**config.mk**
```make
export PLATFORM = sky130hd
export DESIGN_NAME = cart_bank_reg
export DESIGN_NICKNAME = d
export VERILOG_FILES = /design/src/rtl/cbr_pkg.sv /design/src/rtl/cbr_reset_sync.sv /design/src/rtl/cbr_win_decode.sv /design/src/rtl/cbr_rom_unit.sv /design/src/rtl/cbr_ram_unit.sv /design/src/rtl/cart_bank_reg.sv
export SDC_FILE = /design/constraint.sdc
export NUM_CORES = 1
export LEC_CHECK = 0
export ABC_AREA = 1
export BUFFER_PORTS_ARGS = -buffer_cell sky130_fd_sc_hd__buf_4
export CAP_MARGIN = 10
export CORE_MARGIN = 3
export CORE_UTILIZATION = 47
export CTS_CLUSTER_SIZE = 10
export DETAILED_ROUTE_END_ITERATION = 7
export GPL_TIMING_DRIVEN = 1
export MAX_ROUTING_LAYER = met4
export PLACE_DENSITY_LB_ADDON = 0.25
export SETUP_SLACK_MARGIN = 0.05
export SYNTH_ARGS = -nofsm -noshare
export SYNTH_HDL_FRONTEND = slang
export SYNTH_SLANG_ARGS = --single-unit
```
**constraint.sdc**
```tcl
create_clock -name clk -period 0.8 [get_ports clk]
set_input_delay 0.12 -clock clk [delete_from_list [all_inputs] [get_ports clk]]
set_output_delay 0.12 -clock clk [all_outputs]
set_load 0.02 [all_outputs]
```
**src/rtl/cbr_pkg.sv**
```systemverilog
package cbr_pkg;
  typedef enum logic [1:0] {
    WIN_NONE = 2'd0,
    WIN_LOW  = 2'd1,
    WIN_HIGH = 2'd2,
    WIN_MODE = 2'd3
  } win_e;
endpackage

```
**src/rtl/cbr_reset_sync.sv**
```systemverilog
module cbr_reset_sync #(
  parameter int STAGES = 2
) (
  input  logic clk,
  input  logic rst_n,
  output logic rst_sync_n
);
  logic [STAGES-1:0] sync_q;

  always_ff @(posedge clk or negedge rst_n) begin
    if (!rst_n) sync_q <= '0;
    else        sync_q <= {sync_q[STAGES-2:0], 1'b1};
  end

  assign rst_sync_n = sync_q[STAGES-1];
endmodule

```
**src/rtl/cbr_win_decode.sv**
```systemverilog
module cbr_win_decode
  import cbr_pkg::*;
#(
  parameter int ADDR_W = 16
) (
  input  logic              wr_en,
  input  logic [ADDR_W-1:0] addr,
  output win_e              win
);
  always_comb begin
    win = WIN_NONE;
    if (wr_en && !addr[ADDR_W-1]) begin
      unique case (addr[ADDR_W-2:ADDR_W-3])
        2'b01:   win = WIN_LOW;
        2'b10:   win = WIN_HIGH;
        2'b11:   win = WIN_MODE;
        default: win = WIN_NONE;
      endcase
    end
  end
endmodule

```
**src/rtl/cbr_rom_unit.sv**
```systemverilog
module cbr_rom_unit #(
  parameter int LO_W   = 5,
  parameter int HI_W   = 2,
  parameter int DATA_W = 8,
  localparam int ROM_W = LO_W + HI_W,
  localparam int LOG_W = $clog2(ROM_W + 1)
) (
  input  logic              clk,
  input  logic              rst_n,
  input  logic              lo_we,
  input  logic              hi_we,
  input  logic [DATA_W-1:0] wdata,
  input  logic [LOG_W-1:0]  cfg_log2,
  output logic [ROM_W-1:0]  bank_q
);
  logic [ROM_W-1:0] cand;
  logic [ROM_W-1:0] wrapped;
  logic [ROM_W-1:0] bank_d;
  logic [ROM_W:0]   limit;
  logic [ROM_W:0]   mask;
  logic             upd;

  assign limit = (ROM_W+1)'(1) << cfg_log2;
  assign mask  = limit - (ROM_W+1)'(1);

  always_comb begin
    upd  = 1'b0;
    cand = bank_q;
    if (lo_we) begin
      upd  = 1'b1;
      cand = {bank_q[ROM_W-1:LO_W], wdata[LO_W-1:0]};
    end else if (hi_we) begin
      upd  = 1'b1;
      cand = {wdata[HI_W-1:0], bank_q[LO_W-1:0]};
    end
    wrapped = ({1'b0, cand} > limit) ? (cand & mask[ROM_W-1:0]) : cand;
    if (lo_we && (wrapped == '0)) wrapped = ROM_W'(1);
    bank_d = upd ? wrapped : bank_q;
  end

  always_ff @(posedge clk or negedge rst_n) begin
    if (!rst_n)   bank_q <= ROM_W'(1);
    else if (upd) bank_q <= bank_d;
  end

  p_low_nonzero_r3: assert property (@(posedge clk) disable iff (!rst_n)
    lo_we |=> (bank_q != '0));

  p_wrap_bound_r7: assert property (@(posedge clk) disable iff (!rst_n)
    (lo_we || hi_we) |=> ({1'b0, bank_q} <= $past(limit)));

  p_rom_hold_r8: assert property (@(posedge clk) disable iff (!rst_n)
    !(lo_we || hi_we) |=> $stable(bank_q));
endmodule

```
**src/rtl/cbr_ram_unit.sv**
```systemverilog
module cbr_ram_unit #(
  parameter int RAM_W  = 2,
  parameter int DATA_W = 8
) (
  input  logic              clk,
  input  logic              rst_n,
  input  logic              we,
  input  logic [DATA_W-1:0] wdata,
  input  logic [RAM_W:0]    cfg_banks,
  output logic [RAM_W-1:0]  bank_q
);
  logic [RAM_W-1:0] sel;
  logic             fits;
  logic             load;
  logic [RAM_W-1:0] bank_d;

  assign sel  = wdata[RAM_W-1:0];
  assign fits = ({1'b0, sel} < cfg_banks);
  assign load = we && fits;

  always_comb begin
    bank_d = bank_q;
    if (load) bank_d = sel;
  end

  always_ff @(posedge clk or negedge rst_n) begin
    if (!rst_n)    bank_q <= '0;
    else if (load) bank_q <= bank_d;
  end

  p_ram_guard_r6: assert property (@(posedge clk) disable iff (!rst_n)
    !$stable(bank_q) |-> ({1'b0, bank_q} < $past(cfg_banks)));

  p_ram_hold_r6: assert property (@(posedge clk) disable iff (!rst_n)
    !we |=> $stable(bank_q));
endmodule

```
**src/rtl/cart_bank_reg.sv**
```systemverilog
module cart_bank_reg
  import cbr_pkg::*;
#(
  parameter int ADDR_W = 16,
  parameter int DATA_W = 8,
  parameter int LO_W   = 5,
  parameter int HI_W   = 2,
  parameter int RAM_W  = 2,
  localparam int ROM_W = LO_W + HI_W,
  localparam int LOG_W = $clog2(ROM_W + 1)
) (
  input  logic              clk,
  input  logic              rst_n,
  input  logic              wr_en,
  input  logic [ADDR_W-1:0] addr,
  input  logic [DATA_W-1:0] wdata,
  input  logic [LOG_W-1:0]  cfg_rom_log2,
  input  logic [RAM_W:0]    cfg_ram_banks,
  output logic [ROM_W-1:0]  rom_bank,
  output logic [RAM_W-1:0]  ram_bank
);
  logic rst_sync_n;
  win_e win;
  logic mode_q;
  logic mode_d;
  logic mode_we;
  logic lo_we;
  logic hi_rom_we;
  logic hi_ram_we;

  cbr_reset_sync #(.STAGES(2)) u_rst (
    .clk        (clk),
    .rst_n      (rst_n),
    .rst_sync_n (rst_sync_n)
  );

  cbr_win_decode #(.ADDR_W(ADDR_W)) u_dec (
    .wr_en (wr_en),
    .addr  (addr),
    .win   (win)
  );

  assign lo_we     = (win == WIN_LOW);
  assign mode_we   = (win == WIN_MODE);
  assign hi_rom_we = (win == WIN_HIGH) && !mode_q;
  assign hi_ram_we = (win == WIN_HIGH) &&  mode_q;

  always_comb begin
    mode_d = mode_q;
    if (mode_we) mode_d = wdata[0];
  end

  always_ff @(posedge clk or negedge rst_sync_n) begin
    if (!rst_sync_n)  mode_q <= 1'b0;
    else if (mode_we) mode_q <= mode_d;
  end

  p_mode_hold_r4: assert property (@(posedge clk) disable iff (!rst_sync_n)
    !mode_we |=> $stable(mode_q));

  cbr_rom_unit #(.LO_W(LO_W), .HI_W(HI_W), .DATA_W(DATA_W)) u_rom (
    .clk      (clk),
    .rst_n    (rst_sync_n),
    .lo_we    (lo_we),
    .hi_we    (hi_rom_we),
    .wdata    (wdata),
    .cfg_log2 (cfg_rom_log2),
    .bank_q   (rom_bank)
  );

  cbr_ram_unit #(.RAM_W(RAM_W), .DATA_W(DATA_W)) u_ram (
    .clk       (clk),
    .rst_n     (rst_sync_n),
    .we        (hi_ram_we),
    .wdata     (wdata),
    .cfg_banks (cfg_ram_banks),
    .bank_q    (ram_bank)
  );
endmodule

```
==> impl_metrics.toml <==
[floorplanning]
die_h_um = 52.3
start_util_pct = 50.3
core_area_mm2 = 0.00200
io_pins = 42
fp.dieArea_mm2 = 0.00273
die_width_um = 52.3
rows = 16

[run_status]
violations = "setup timing"
status = "finished with violations"

[timing]
final.period_utilization_pct = 251
slew_viol_final = 0
rsz0062_at_grt = "yes"
post-route-min-period_ps = 2010
clock_skew_ps = 1.13
fin_ws_ps = -1210
max_freq_ghz = 0.497
setup_viol = 18
whs_ps = 171
hold_viol_final = 0

[setup_path]
critical_path_class = "register to register"
path_max_fanout = 7
cp-start-kind = "register"
arrival_ps = 2220
endpoint_kind = "register"
crit_required_ps = 1010

[clock_network]
cts_sinks = 12
ctsRootBufferMaster = "clkbuf_4"
clock_path_buffers = 2
numCtsBuffers = 3
clk_pin_slew_ps = 70
cts.htree.levels = 1
insertion_delay_ps = 270
cts_tree = "done"

[pwr]
ir_drop_uv = 2000
p_leak_uw = 0.000885
total_power_uw = 3940
powerDensity_mw_per_mm2 = 2280

[place]
gp_congestion = 0.801
dp_hpwl_um = 2080
numPlacedInstances = 219
place_area_mm2 = 0.00148
numPortBuffers = 25

[detailed_routing]
drt_iter0_drc = 22
vias = 1133
drc_errors = 0
wl_per_cell_um = 13.3
via_per_inst = 4.90
ant_nets = 0
drt_first_pass_iters = 4
routed_wl_um = 3080

[synthesis]
yosys-top-cells-area = "dfrtp_1 27%, nand2_1 18%, ha_1 11%, nand3_1 6.5%, inv_1 5.2%"
synth_top_area_share_pct = 27.3
ys_ff_latch = 12
netlist_area_mm2 = 0.00101
ys_types = 23
postSynthAreaPerCell_um2 = 7.25
syn-num-nets = 181
synthTopCellsByCount = "47 x nand2_1, 14 x inv_1, 13 x nand3_1"
synth.most_common_cell = "nand2_1"
ys_warn_count = 0
async_reset_ff_share_pct = 100
ys.flop_type = "dfrtp_1"
synth_edf_count = 0
syn_inst = 139
synth_top_area_cell = "dfrtp_1"
yosysSeqAreaShare_pct = 29.9

[finish]
drive_gt1_share_pct = 52.9
instances_no_fill = 231
final_area_mm2 = 0.00173
utilization_pct = 86.4
nNetsFinal = 247
diodes = 0
areaGrowthSynthToFinish_pct = 71.7

[global_routing]
grt_overflow_total = 0
grtUsageTotal_pct = 24.0
grt_max_degree = 14
grt_pass1_wl_um = 4820
antenna_found_initial = 0
grt_pass1_vias = 1132

[run]
drv_cap = 0

[worst_hold_path]
hold_class = "input port to asynchronous set/reset pin"
routing by layer:
metal	track usage, %	share of wire, %	up-vias
li1	-	-	577
met1	27.1	39	521
met2	44.6	56	33
met3	4.56	4.2	2
met4	2.98	0.68	0
met5	-	0	-
final cells by class:
type	count	area (um2)
multi-input cells	108	742
well taps	27	33.8
fillers	97	273
repair buffers	63	543
flip-flops and latches	12	302
clock buffers	4	26.3
inverters	17	82.6
repair_timing:
action                     in CTS  in global routing
setup endpoints to repair      19                 19
setup buffers                   8                  7
gates resized for setup        29                 17
hold endpoints to repair        2                  0
pin swaps                      20                  6
hold buffers                    1                  0
through the flow:
stage          TNS (ps)  worst slack [ps]
2_1_floorplan     -6220             -1010
3_3_place_gp      -8790             -1240
3_5_place_dp      -9670             -1370
4_1_cts           -9840             -1230
5_1_grt          -10970             -1330
6_report          -9880             -1210
sequential cells by signal, indices dropped and copies added, names as in the netlist:
name	flops
mode_q	1
u_ram.bank_q	2
u_rst.sync_q	2
u_rom.bank_q	7
cells in the final DEF (no fill, tap or decap):
cell            n
buf_4          44
nand2_1        39
buf_6          18
dfrtp_1        11
inv_1          10
nand2_2        10
nand3_1        10
ha_1            6
nor2_4          5
nor2_1          5
o21ai_1         5
inv_2           4
nand2_4         4
o21ai_2         4
nand3_2         4
a21oi_1         3
o21ai_0         3
ha_4            3
clkbuf_4        3
o21ai_4         2
a21oi_2         2
inv_4           1
clkinvlp_4      1
inv_12          1
nand4_4         1
o211ai_1        1
clkbuf_1        1
dlygate4sd3_1   1
dfstp_2         1
conb_1          1
power by group:
group / switching [uW] / internal [uW] / total (uW) / leakage, uW
clock network: 195 / 193 / 388 / 0.0000150
logic: 1360 / 1320 / 2670 / 0.000715
registers: 115 / 765 / 880 / 0.000154
worst max-delay path, stage by stage (launching register included):
cell and delay, ps:
dfrtp_1 400, inv_2 90, nand2_4 90, nand2_2 100, o21ai_4 70, ha_4 280
nand3_2 80, nor2_4 130, nand2_2 80, nand2_4 110, nand3_1 80, nand2_1 90
nand2_1 60, nor2_1 100, nand2_1 70, a21oi_2 120
cell families after synthesis:
| logic type | synth area share (%) |
|---|---|
| buf+inv | 7.95 |
| simple gates | 39.3 |
| flops | 29.9 |
| fa+ha+maj | 11.2 |
| other cells | 0.372 |
| compound gates | 11.3 |
path summary, 6_finish.rpt:
kind | from | to | slack (ps) | depth (start not counted)
max in group asynchronous | u_rst.sync_q[1]$_DFF_PN0_ | u_rom.bank_q[0]$_DFFE_PN1P_ | 300 | 0
setup / recovery | mode_q$_DFFE_PN0N_ | u_rom.bank_q[0]$_DFFE_PN1P_ | -1210 | 15
hold reg to reg | u_rst.sync_q[1]$_DFF_PN0_ | u_rom.bank_q[2]$_DFFE_PN0P_ | 170 | 0
setup reg to reg | mode_q$_DFFE_PN0N_ | u_rom.bank_q[0]$_DFFE_PN1P_ | -1210 | 15
min in group clk | addr[14] | mode_q$_DFFE_PN0N_ | 190 | 3
hold / removal | rst_n | u_rst.sync_q[0]$_DFF_PN0_ | 170 | 2
Note: power is estimated with default switching activity, not from simulation.
